$ cat config.mk
export PLATFORM = sky130hd
export DESIGN_NAME = i2c_regbank_target
export DESIGN_NICKNAME = d
export VERILOG_FILES = /design/src/rtl/i2c_rb_pkg.sv /design/src/rtl/i2c_rb_sync.sv /design/src/rtl/i2c_rb_regs.sv /design/src/rtl/i2c_rb_engine.sv /design/src/rtl/i2c_regbank_target.sv
export SDC_FILE = /design/constraint.sdc
export NUM_CORES = 1
export LEC_CHECK = 0
export BUFFER_PORTS_ARGS = -buffer_cell sky130_fd_sc_hd__buf_2
export CAP_MARGIN = 10
export CORE_UTILIZATION = 50
export CTS_BUF_LIST = sky130_fd_sc_hd__clkbuf_8
export DETAILED_ROUTE_END_ITERATION = 8
export GPL_ROUTABILITY_DRIVEN = 0
export PLACE_DENSITY = 0.75
export SYNTH_ARGS = -nofsm -noshare
export SYNTH_HDL_FRONTEND = slang
export SYNTH_SLANG_ARGS = --single-unit
$ cat constraint.sdc
create_clock -name clk -period 1.9 [get_ports clk]
set_clock_uncertainty 0.05 [all_clocks]
set_input_delay 0.19 -clock clk [delete_from_list [all_inputs] [get_ports clk]]
set_output_delay 0.19 -clock clk [all_outputs]
set_load 0.05 [all_outputs]
$ cat src/rtl/i2c_rb_pkg.sv
package i2c_rb_pkg;

  localparam int BYTE_W = 8;

  typedef enum logic [2:0] {
    ST_IDLE,
    ST_ADDR,
    ST_PTR,
    ST_WDATA,
    ST_ACK,
    ST_RDATA,
    ST_RACK,
    ST_SKIP
  } bus_state_t;

  // True when the received 7-bit address equals the base in every bit not masked as don't-care
  function automatic logic addr_match(input logic [6:0] rx_addr,
                                      input logic [6:0] base,
                                      input logic [6:0] dont_care);
    return ((rx_addr ^ base) & ~dont_care) == 7'd0;
  endfunction

endpackage

$ cat src/rtl/i2c_rb_sync.sv
module i2c_rb_sync #(
  parameter int STAGES = 2
) (
  input  logic clk,
  input  logic rst_n,
  input  logic scl_i,
  input  logic sda_i,
  output logic scl_s,
  output logic sda_s,
  output logic scl_rise,
  output logic scl_fall,
  output logic start_det,
  output logic stop_det
);

  logic [STAGES-1:0] scl_q;
  logic [STAGES-1:0] sda_q;
  logic              scl_d;
  logic              sda_d;

  always_ff @(posedge clk or negedge rst_n) begin
    if (!rst_n) begin
      scl_q <= '1;
      sda_q <= '1;
      scl_d <= 1'b1;
      sda_d <= 1'b1;
    end else begin
      scl_q <= {scl_q[STAGES-2:0], scl_i};
      sda_q <= {sda_q[STAGES-2:0], sda_i};
      scl_d <= scl_s;
      sda_d <= sda_s;
    end
  end

  assign scl_s     = scl_q[STAGES-1];
  assign sda_s     = sda_q[STAGES-1];
  assign scl_rise  = scl_s & ~scl_d;
  assign scl_fall  = ~scl_s & scl_d;
  assign start_det = scl_s & scl_d & sda_d & ~sda_s;
  assign stop_det  = scl_s & scl_d & ~sda_d & sda_s;

endmodule

$ cat src/rtl/i2c_rb_regs.sv
module i2c_rb_regs
  import i2c_rb_pkg::*;
#(
  parameter int NUM_REGS = 16,
  localparam int PTR_W   = $clog2(NUM_REGS)
) (
  input  logic                       clk,
  input  logic                       rst_n,
  input  logic                       wr_en,
  input  logic [PTR_W-1:0]           wr_idx,
  input  logic [BYTE_W-1:0]          wr_data,
  input  logic [PTR_W-1:0]           rd_idx,
  output logic [BYTE_W-1:0]          rd_data,
  output logic [NUM_REGS*BYTE_W-1:0] regs_flat
);

  logic [BYTE_W-1:0] bank [NUM_REGS];

  for (genvar g = 0; g < NUM_REGS; g++) begin : g_reg
    always_ff @(posedge clk or negedge rst_n) begin
      if (!rst_n) begin
        bank[g] <= '0;
      end else if (wr_en && wr_idx == PTR_W'(g)) begin
        bank[g] <= wr_data;
      end
    end
    assign regs_flat[g*BYTE_W +: BYTE_W] = bank[g];
  end

  assign rd_data = bank[rd_idx];

endmodule

$ cat src/rtl/i2c_rb_engine.sv
module i2c_rb_engine
  import i2c_rb_pkg::*;
#(
  parameter int         NUM_REGS  = 16,
  parameter logic [6:0] ADDR_BASE = 7'h58,
  parameter logic [6:0] ADDR_DC   = 7'h04,
  localparam int        PTR_W     = $clog2(NUM_REGS)
) (
  input  logic              clk,
  input  logic              rst_n,
  input  logic              sda_s,
  input  logic              scl_rise,
  input  logic              scl_fall,
  input  logic              start_det,
  input  logic              stop_det,
  input  logic [BYTE_W-1:0] rd_data,
  output logic              sda_oe,
  output logic              wr_en,
  output logic [PTR_W-1:0]  wr_idx,
  output logic [BYTE_W-1:0] wr_data,
  output logic [PTR_W-1:0]  ptr,
  output logic              ptr_adv,
  output logic              addr_done,
  output logic              addr_hit,
  output logic              rack_nack
);

  localparam logic [PTR_W-1:0] LAST = PTR_W'(NUM_REGS - 1);

  bus_state_t        state;
  bus_state_t        ack_next;
  logic [2:0]        cnt;
  logic              got;
  logic [BYTE_W-1:0] sh;
  logic              tx_last;
  logic              rx_state;

  function automatic logic [PTR_W-1:0] ptr_step(input logic [PTR_W-1:0] p);
    return (p == LAST) ? '0 : p + 1'b1;
  endfunction

  function automatic logic [PTR_W-1:0] ptr_from_byte(input logic [BYTE_W-1:0] b);
    logic [BYTE_W-1:0] m;
    m = b % BYTE_W'(NUM_REGS);
    return m[PTR_W-1:0];
  endfunction

  assign rx_state  = (state == ST_ADDR) || (state == ST_PTR) || (state == ST_WDATA);
  assign addr_done = (state == ST_ADDR) && got && scl_fall;
  assign addr_hit  = addr_match(sh[7:1], ADDR_BASE, ADDR_DC);
  assign wr_en     = (state == ST_WDATA) && got && scl_fall;
  assign wr_idx    = ptr;
  assign wr_data   = sh;
  assign tx_last   = (state == ST_RDATA) && scl_fall && (cnt == 3'd7);
  assign rack_nack = (state == ST_RACK) && scl_rise && sda_s;
  assign ptr_adv   = wr_en || tx_last;

  always_ff @(posedge clk or negedge rst_n) begin
    if (!rst_n) begin
      state    <= ST_IDLE;
      ack_next <= ST_IDLE;
      cnt      <= '0;
      got      <= 1'b0;
      sh       <= '0;
      ptr      <= '0;
      sda_oe   <= 1'b0;
    end else if (start_det) begin
      state  <= ST_ADDR;
      cnt    <= '0;
      got    <= 1'b0;
      sda_oe <= 1'b0;
    end else if (stop_det) begin
      state  <= ST_IDLE;
      cnt    <= '0;
      got    <= 1'b0;
      sda_oe <= 1'b0;
    end else if (rx_state) begin
      if (scl_rise && !got) begin
        sh <= {sh[6:0], sda_s};
        if (cnt == 3'd7) got <= 1'b1;
        else cnt <= cnt + 1'b1;
      end else if (scl_fall && got) begin
        got <= 1'b0;
        cnt <= '0;
        unique case (state)
          ST_ADDR: begin
            if (addr_hit) begin
              sda_oe   <= 1'b1;
              state    <= ST_ACK;
              ack_next <= sh[0] ? ST_RDATA : ST_PTR;
            end else begin
              state <= ST_SKIP;
            end
          end
          ST_PTR: begin
            ptr      <= ptr_from_byte(sh);
            sda_oe   <= 1'b1;
            state    <= ST_ACK;
            ack_next <= ST_WDATA;
          end
          default: begin
            ptr      <= ptr_step(ptr);
            sda_oe   <= 1'b1;
            state    <= ST_ACK;
            ack_next <= ST_WDATA;
          end
        endcase
      end
    end else begin
      unique case (state)
        ST_ACK: begin
          if (scl_fall) begin
            cnt <= '0;
            got <= 1'b0;
            if (ack_next == ST_RDATA) begin
              sh     <= rd_data;
              sda_oe <= ~rd_data[7];
              state  <= ST_RDATA;
            end else begin
              sda_oe <= 1'b0;
              state  <= ack_next;
            end
          end
        end
        ST_RDATA: begin
          if (scl_fall) begin
            if (cnt == 3'd7) begin
              sda_oe <= 1'b0;
              ptr    <= ptr_step(ptr);
              got    <= 1'b0;
              state  <= ST_RACK;
            end else begin
              sda_oe <= ~sh[6];
              sh     <= {sh[6:0], 1'b0};
              cnt    <= cnt + 1'b1;
            end
          end
        end
        ST_RACK: begin
          if (scl_rise) begin
            if (sda_s) state <= ST_SKIP;
            else got <= 1'b1;
          end else if (scl_fall && got) begin
            sh     <= rd_data;
            sda_oe <= ~rd_data[7];
            cnt    <= '0;
            got    <= 1'b0;
            state  <= ST_RDATA;
          end
        end
        default: ;
      endcase
    end
  end

endmodule

$ cat src/rtl/i2c_regbank_target.sv
module i2c_regbank_target
  import i2c_rb_pkg::*;
#(
  parameter int         NUM_REGS    = 16,
  parameter logic [6:0] ADDR_BASE   = 7'h58,
  parameter logic [6:0] ADDR_DC     = 7'h04,
  parameter int         SYNC_STAGES = 2,
  localparam int        PTR_W       = $clog2(NUM_REGS)
) (
  input  logic                       clk,
  input  logic                       rst_n,
  input  logic                       scl_i,
  input  logic                       sda_i,
  output logic                       sda_oe_o,
  output logic [NUM_REGS*BYTE_W-1:0] regs_o
);

  logic              scl_s;
  logic              sda_s;
  logic              scl_rise;
  logic              scl_fall;
  logic              start_det;
  logic              stop_det;
  logic              wr_en;
  logic [PTR_W-1:0]  wr_idx;
  logic [BYTE_W-1:0] wr_data;
  logic [BYTE_W-1:0] rd_data;
  logic [PTR_W-1:0]  ptr;
  logic              ptr_adv;
  logic              addr_done;
  logic              addr_hit;
  logic              rack_nack;

  i2c_rb_sync #(.STAGES(SYNC_STAGES)) u_sync (
    .clk       (clk),
    .rst_n     (rst_n),
    .scl_i     (scl_i),
    .sda_i     (sda_i),
    .scl_s     (scl_s),
    .sda_s     (sda_s),
    .scl_rise  (scl_rise),
    .scl_fall  (scl_fall),
    .start_det (start_det),
    .stop_det  (stop_det)
  );

  i2c_rb_engine #(
    .NUM_REGS  (NUM_REGS),
    .ADDR_BASE (ADDR_BASE),
    .ADDR_DC   (ADDR_DC)
  ) u_engine (
    .clk       (clk),
    .rst_n     (rst_n),
    .sda_s     (sda_s),
    .scl_rise  (scl_rise),
    .scl_fall  (scl_fall),
    .start_det (start_det),
    .stop_det  (stop_det),
    .rd_data   (rd_data),
    .sda_oe    (sda_oe_o),
    .wr_en     (wr_en),
    .wr_idx    (wr_idx),
    .wr_data   (wr_data),
    .ptr       (ptr),
    .ptr_adv   (ptr_adv),
    .addr_done (addr_done),
    .addr_hit  (addr_hit),
    .rack_nack (rack_nack)
  );

  i2c_rb_regs #(.NUM_REGS(NUM_REGS)) u_regs (
    .clk       (clk),
    .rst_n     (rst_n),
    .wr_en     (wr_en),
    .wr_idx    (wr_idx),
    .wr_data   (wr_data),
    .rd_idx    (ptr),
    .rd_data   (rd_data),
    .regs_flat (regs_o)
  );

endmodule

==> results.yml, run 1 <==
job:
  maxCapViolCount: 0
detailed_routing:
  drt_drc_violations_left: 0
  via_per_inst: 6.02
  drt_wl_total_um: 23000
  drt_iter0_drc: 459
  first_pass_iters: 5
  vias: 6248
  routedWlPerCell_um: 22.2
  ant_nets: 0
final_layout:
  design_area_mm2: 0.0105
  utilization_pct: 68.2
  nets: 823
  antenna_cells: 0
  area_growth_pct: 32.5
  drive_gt1_share_pct: 59.1
cts:
  cts_max_path_buffers: 2
  htreeDepth: 4
  cts_buffers: 17
  insertion_delay_ps: 470
  clock_sink_count: 157
  cts-root-buf: "clkbuf_8"
  cts.clk_slew.worst_paths_ps: 90
  cts_tree: "yes"
critical_path:
  crit_required_ps: 2250
  crit_type: "reg -> reg"
  cp-endpoint: "u_engine.state[1]"
  reg2reg_depth: 6
  r2r-start: "u_engine.state[0]"
  cp_max_fo: 8
  worstSetupStartpoint: "u_engine.state[0]"
  arrival_ps: 2340
  end_kind: "register"
  crit_path_start_kind: "register"
  rr_endpoint: "u_engine.state[1]"
  reg2reg_slack_ps: -90
placement:
  dp_hpwl_um: 15500
  io_buffers: 132
  placed_area_mm2: 0.00956
grt:
  grt-ovfl-total: 0
  grt_max_degree: 50
  antenna_found_initial: 0
  first_global_vias: 6189
  grt_pass1_wl_um: 34900
  track_usage_pct: 28.6
sta:
  rsz0062_at_grt: "true"
  fin_setup_tns_ps: -2610
  period_minus_slack_ps: 1990
  tightest_slew_ps: 735
  fmax_ghz: 0.502
  post-route-worst-setup-slack_ps: -90.9
  setup_viol_count_final: 92
  finalHoldViolations: 0
  fin_crit_sh_pct: 105
  maxSlewViolCount: 0
  relSlewSlack_pct: 51.0
logic_synthesis:
  synth-edff-count: 0
  yosys-top-cells-count: "dfrtp_1 (151), mux2_2 (105), mux2_1 (32), mux4_2 (29)"
  yosys.area.top_type: "dfrtp_1"
  synth_flop_cell: "dfrtp_1"
  synthArstFlopShare_pct: 100
  synth-seq-area-share_pct: 49.9
  synth_seq_cells: 157
  yosys-top-cells-area: "dfrtp_1 (48%), mux2_2 (15%), mux4_2 (8.3%), mux2_1 (4.6%), dfstp_2 (2.0%)"
  synth_cells: 605
  synth_most_common_cell: "dfrtp_1"
  yosys_warnings: 0
  synth_area_mm2: 0.00789
  yosysTopAreaCellShare_pct: 47.9
  synth.avg_cell_area_um2: 13.0
  synth_fp_nets: 614
  ys_types: 59
hold_path:
  worstHoldPathType: "in -> async"
floorplanning:
  row_count: 45
  start_util_pct: 51.5
  die_h_um: 128
  core-area_mm2: 0.0153
  die_w_um: 128
  ioPinCount: 133
  die_area_mm2: 0.0163
pwr:
  leakagePower_nw: 5.36
  ir_drop_mv: 0.602
  p_per_area_mw_per_mm2: 1220
outcome:
  status: "complete, but fails checks"
  violations: "setup timing"
area by class of cell:
| cell class | count | area [µm²] |
|---|---|---|
| inverter | 7 | 30.0 |
| fill | 1098 | 4860 |
| multi-input combinational | 393 | 4210 |
| sequential | 157 | 3940 |
| timing repair buffer | 238 | 1660 |
| tap | 211 | 264 |
| clock inverter | 15 | 111 |
| clock buffer | 17 | 234 |
metal layers:
layer	part of all wire [%]	GRT usage (%)	up-vias	routed length (µm)
li1	-	-	2671	-
met1	42	39.2	3204	9640
met2	47	44.2	310	10900
met3	7.5	6.41	63	1730
met4	3.1	12.0	0	724
met5	0	0	-	0
power breakdown:
part / switching (mW) / internal, mW
sequential: 0.518 / 3.70
combinational: 3.53 / 2.78
clock: 1.24 / 1.01
total: 5.29 / 7.49
logic make-up after synthesis:
family / Yosys count / share of synthesized area (%)
multiplexers: 175 / 29.0
flip-flops: 157 / 49.9
AND/OR/NAND/NOR: 118 / 8.12
AO/OA/AOI/OAI: 93 / 8.49
buffers and inverters: 55 / 3.43
adder cells (fa/ha/maj): 5 / 0.793
XOR/XNOR: 2 / 0.222
placed cells by master (no fill, tap or decap), types with 9 or more instances in the layout:
master    Yosys  final
buf_12        0     12
a21oi_1      27     24
nand2_8       0     12
buf_2        15    131
mux2_4        1     31
a31oi_1      10     10
mux4_2       29     29
nand2_1      23     20
dfrtp_1     151    146
nor2_1       27     23
buf_6         2     12
mux2_1       32     25
mux2_2      105     82
clkbuf_8      0     17
a22oi_2       0      9
inv_1         7     10
buf_4         8     78
per-stage QoR:
stage | total power [mW] | worst slack, ps | hold WS (ps) | cells
CTS | 12.2 | -61.8 | 198 | 1027
finish | 12.8 | -90.9 | 188 | 1038
global route | 13.3 | -187 | 217 | 1038
global placement | 9.51 | -124 | 117 | 979
floorplan | 7.68 | -38.0 | -156 | 605
detailed placement | 9.68 | -198 | 125 | 979
worst max-delay path: stages (launching register included):
cell	delay, ps
dfrtp_2	500
buf_4	210
buf_4	160
a31oi_1	280
nor2_1	80
a2111oi_0	430
mux2_4	220
sequential cells by signal (all words and copies together), names as in the netlist:
name,flops
u_regs.regs_flat,128
u_engine.wr_data,8
u_engine.ptr,4
u_engine.ack_next,3
u_engine.cnt,3
u_engine.state,3
u_sync.scl_q,2
u_sync.sda_q,2
u_engine.got,1
u_engine.sda_oe,1
u_sync.scl_d,1
u_sync.sda_d,1
what timing repair did:
action                                  4_1_cts  5_1_grt
hold endpoints to repair                     47        0
buffers inserted                             13       12
pin swaps                                    12       10
cloned                                        0        0
resized for setup                            41       34
hold buffers                                  3        0
endpoints found under the setup margin      151      135
worst min-delay path by stage:
stage | start | endpoint | slack [ps]
after global routing | rst_n | u_engine.got | 220
after CTS | rst_n | u_engine.got | 200
final | rst_n | u_engine.state[2] | 190
after floorplan | rst_n | u_engine.ack_next[0] | -160
after global placement | rst_n | u_engine.state[0] | 120
after detailed placement | rst_n | u_engine.state[0] | 130
Note: power is estimated with default switching activity, not from simulation.
==> run 2: changes to the inputs <==
- PLACE_DENSITY: 0.75 -> 0.72
- clock period: 1.9 -> 2.3 ns (I/O delays scaled with it)
==> run 2 against run 1 <==
The run now ends clean; core utilization shrank 7.6 points; worst hold slack better by 46 ps; sequential share of layout area grew 4.7 points; cell count fell by 6.4%; clock power is 17% lower; combinational power is 41% lower; highest routed layer unchanged; first-iteration DRC count decreased by 9.4%; power fell by 29%; count of clock-buffer cells in the layout unchanged; flip-flop and latch count did not move; register-to-register slack better by 160 ps; maximum frequency is 11% lower.
==> results.yml, run 2 (same netlist as run 1, synthesis figures left out) <==
outcome:
  status: "finished, final reports clean"
detailed_routing:
  routedWlPerCell_um: 22.1
  vias: 5779
  via_per_inst: 5.95
  first_pass_iters: 5
  drt_wl_total_um: 21500
  drt_drc_violations_left: 0
  drt_iter0_drc: 416
  ant_nets: 0
placement:
  dp_hpwl_um: 15300
  pre_cts_ws_ps: 94.5
  io_buffers: 132
  placed_area_mm2: 0.00890
sta:
  holdWs_ps: 234
  period_minus_slack_ps: 2240
  fin_crit_sh_pct: 97.2
  finalHoldViolations: 0
  setup_viol_count_final: 0
  fmax_ghz: 0.447
  rsz0062_at_grt: "false"
  relSlewSlack_pct: 50.0
  post-route-worst-setup-slack_ps: 64.7
  fin_setup_tns_ps: 0
  tightest_slew_ps: 751
  maxSlewViolCount: 0
grt:
  grt-ovfl-total: 0
  track_usage_pct: 28.0
  first_global_vias: 5924
  grt_max_degree: 59
  antenna_found_initial: 0
  grt_pass1_wl_um: 34100
pwr:
  leakagePower_nw: 4.80
  sw_frac_of_total_pct: 42.3
  switchingPower_mw: 3.86
  comb_power_share_pct: 41.0
  p_per_area_mw_per_mm2: 983
  clock_power_share_pct: 20.5
  p_int_mw: 5.27
  p_seq_share_pct: 38.5
  ir_drop_mv: 0.511
final_layout:
  area_growth_pct: 17.8
  design_area_mm2: 0.00929
  regArea_mm2: 0.00394
  antenna_cells: 0
  mostFrequentLayoutCell: "dfrtp_1"
  nets: 757
  mostFrequentLayoutCells: "dfrtp_1 (149), buf_2 (131), mux2_2 (105)"
  largest_reg_flops: 128
  multi_input_area_mm2: 0.00368
  drive_gt1_share_pct: 49.0
  num-fill-cells: 1269
critical_path:
  crit_path_start_kind: "register"
  crit_type: "reg -> reg"
  slowest_stage: "dfstp_2"
  crit_path_max_incr_delay_ps: 650
  cp_max_fo: 11
  crit_required_ps: 2580
  critPathBufInv: 0
  crit_family: "simple AND/OR/NAND/NOR gates"
  end_kind: "register"
  path_cells: "nand4b_1 > nor2_2 > and2_1 > nand2_2 > mux2_1"
  arrival_ps: 2520
cts:
  cts_max_path_buffers: 2
  htreeDepth: 4
  post_cts_buffers: 0
  cts_buffers: 17
  insertion_delay_ps: 470
  clock_sink_count: 157
  cts-root-buf: "clkbuf_8"
  cts.clk_slew.worst_paths_ps: 90
  cts_tree: "yes"
floorplanning:
  row_count: 45
  core-area_mm2: 0.0153
  die_h_um: 128
  die_area_mm2: 0.0163
  die_w_um: 128
  start_util_pct: 51.5
  ioPinCount: 133
job:
  maxCapViolCount: 0
hold_path:
  worstHoldPathType: "in -> async"
==> run 2: cell types whose count changed in the layout (fill, tap and decap cells not counted), moves of 11 or more <==
cell and change:
nand2_2 +13, mux2_4 -30, buf_4 -45, nand2_8 -12, buf_6 -11, mux2_2 +23
==> run 2: cell type report <==
type | instances | area share [%]
clock buffer | 17 | 2.52
sequential | 157 | 42.4
multi-input combinational | 393 | 39.7
clock inverter | 15 | 1.25
tap | 211 | 2.84
inverter | 7 | 0.283
timing repair buffer | 172 | 11.0
==> run 2: what timing repair did <==
action,in CTS,in global routing
hold buffers,3,0
endpoints found under the setup margin,0,9
resized for setup,0,2
hold endpoints to repair,47,0
==> run 2: per-stage QoR <==
step	total power, mW	std cells	util, %
after global routing	9.59	972	60.6
after detailed placement	7.26	937	58.1
after CTS	9.12	972	60.6
after global placement	7.17	937	58.1
after floorplan	6.12	605	-
final	9.13	972	60.6
==> run 2: path summary, 6_finish.rpt <==
check,from,to,slack [ps],cells past startpoint
min reg2reg,u_sync.sda_q[0],u_sync.sda_q[1],320,0
max reg2reg,u_sync.scl_d,u_regs.regs_flat[21],60,5
min,rst_n,u_engine.got,230,2
min in group clk,u_sync.sda_q[0],u_sync.sda_q[1],320,0
max in group asynchronous,rst_n,u_regs.regs_flat[50],1250,3
max,u_sync.scl_d,u_regs.regs_flat[21],60,5
==> run 2: power by group through the flow <==
| stage | Clock [mW] | Sequential [mW] | Combinational, mW |
|---|---|---|---|
| after floorplan | 0 | 3.65 | 2.47 |
| after global placement | 0 | 3.55 | 3.62 |
| after detailed placement | 0 | 3.56 | 3.70 |
| after CTS | 1.89 | 3.51 | 3.72 |
| after global routing | 2.00 | 3.56 | 4.03 |
| final | 1.87 | 3.51 | 3.74 |
==> run 2: worst reg2reg max path, cell delays in order (launching register included) <==
cell      delay [ps]
dfstp_2          650
nand4b_1         200
nor2_2           260
and2_1           300
nand2_2          240
mux2_1           410
==> run 2: per-layer routing <==
| layer | wire [µm] | track usage [%] | vias up | share of wire [%] |
|---|---|---|---|---|
| li1 | - | - | 2526 | - |
| met1 | 9230 | 38.2 | 3005 | 43 |
| met4 | 384 | 7.61 | 0 | 1.8 |
| met2 | 10700 | 45.9 | 216 | 50 |
| met5 | 0 | 0 | - | 0 |
| met3 | 1180 | 5.53 | 32 | 5.5 |
==> run 3: changes to the inputs <==
- CORE_ASPECT_RATIO: unset -> 0.9
- CORE_UTILIZATION: 50 -> 47
- PLACE_DENSITY: 0.72 -> 0.69
==> run 3 against run 2 <==
The run now ends with DRC left; die area rose by 6.3%; maximum frequency up 0.68%; clock power up 3%; register-to-register slack better by 20 ps; worst hold slack gained 35 ps; global-route usage decreased by 1.4 points; critical endpoint is now u_regs.regs_flat[17]; largest cell class unchanged; largest power group unchanged.
==> results.yml, run 3 (same netlist as run 1, synthesis figures left out) <==
sta:
  maxSlewViolCount: 0
  setup_viol_count_final: 0
  relSlewSlack_pct: 47.8
  tightest_slew_ps: 782
  finalHoldViolations: 0
  holdWs_ps: 269
  fin_setup_tns_ps: 0
  fin_crit_sh_pct: 96.5
  rsz0062_at_grt: "false"
  period_minus_slack_ps: 2220
  fmax_ghz: 0.450
floorplanning:
  die_w_um: 139
  row_count: 44
  die_h_um: 125
  core-area_mm2: 0.0163
  start_util_pct: 48.4
  die_area_mm2: 0.0173
  ioPinCount: 133
cts:
  clock_sink_count: 157
  cts_tree: "yes"
  cts.clk_slew.worst_paths_ps: 90
  cts_buffers: 17
  cts-root-buf: "clkbuf_8"
  htreeDepth: 4
  insertion_delay_ps: 450
  cts_max_path_buffers: 2
critical_path:
  crit_family: "simple AND/OR/NAND/NOR gates"
  slowest_stage: "dfstp_2"
  crit_path_start_kind: "register"
  path_cells: "nand4b_1 > nor2_2 > and2_1 > nand2_2 > mux2_1"
  crit_path_max_incr_delay_ps: 640
  end_kind: "register"
  crit_required_ps: 2580
  crit_type: "reg -> reg"
  reg2reg_depth: 5
  cp_max_fo: 11
  critPathBufInv: 0
  arrival_ps: 2500
  cp_num_cells: 5
grt:
  antenna_found_initial: 0
  grt_pass1_wl_um: 34700
  grt_max_degree: 60
  track_usage_pct: 26.6
  grt-ovfl-total: 0
  first_global_vias: 5956
detailed_routing:
  first_pass_iters: 6
  vias: 5903
  ant_nets: 0
  drt_iter0_drc: 542
  routedWlPerCell_um: 22.5
  drt_drc_violations_left: 8
  drt_wl_total_um: 22000
  via_per_inst: 6.04
outcome:
  status: "complete, but fails checks"
  violations: "DRC"
final_layout:
  largest_reg_flops: 128
  drive_gt1_share_pct: 49.6
  area_growth_pct: 18.5
  mostFrequentLayoutCells: "dfrtp_1 (147), buf_2 (131), mux2_2 (105)"
  antenna_cells: 0
  mostFrequentLayoutCell: "dfrtp_1"
  nets: 767
placement:
  dp_hpwl_um: 15600
  io_buffers: 132
pwr:
  ir_drop_mv: 0.477
  p_per_area_mw_per_mm2: 992
  leakagePower_nw: 4.84
hold_path:
  worstHoldPathType: "in -> async"
job:
  maxCapViolCount: 0
## run 3: metrics by stage
stage	util [%]	worst slack, ps	power [mW]	instances	cell area, µm²
floorplan	-	188	6.12	605	7890
global placement	54.7	59.1	7.21	939	8920
detailed placement	54.7	12.0	7.30	939	8920
CTS	57.2	48.4	9.26	975	9320
global route	57.4	8.69	9.77	977	9350
finish	57.4	79.8	9.28	977	9350
## run 3: worst paths after layout
path	start	endpoint	slack, ps
setup / recovery	u_sync.scl_d	u_regs.regs_flat[17]	80
hold / removal	rst_n	u_engine.ack_next[0]	270
setup reg to reg	u_sync.scl_d	u_regs.regs_flat[17]	80
hold reg to reg	u_sync.scl_q[0]	u_sync.scl_q[1]	310
max in group asynchronous	rst_n	u_sync.sda_d	1100
min in group clk	u_sync.scl_q[0]	u_sync.scl_q[1]	310
## run 3: cell type report
type | count | area (µm²)
Clock inverter | 14 | 124
Timing Repair Buffer | 182 | 1070
Multi-Input combinational cell | 393 | 3690
Clock buffer | 17 | 234
Fill cell | 1397 | 6950
Inverter | 7 | 26.3
Sequential cell | 157 | 3940
Tap cell | 207 | 259
## run 3: worst reg2reg max path, stage by stage, from the launching register on
cell      delay [ps]
dfstp_2          640
nand4b_1         230
nor2_2           250
and2_1           300
nand2_2          240
mux2_1           410
## run 3: routing by layer
layer | track usage (%) | share of wire [%] | vias up
met1 | 35.5 | 42 | 3076
met2 | 41.9 | 48 | 251
met4 | 9.45 | 2.1 | 0
li1 | - | - | 2540
met5 | 0 | 0 | -
met3 | 7.04 | 7.6 | 36
## run 3: report_power, final
part	internal (mW)	leakage [nW]	switching (mW)
combinational	1.47	2.53	2.33
sequential	3.06	2.13	0.497
clock	0.852	0.184	1.06
total	5.38	4.84	3.89
## run 3: timing repair
action	in CTS	in global routing
setup endpoints to repair	1	31
buffers inserted	2	2
pin swaps	1	0
resized for setup	0	6
hold endpoints to repair	54	0
hold buffers	3	0
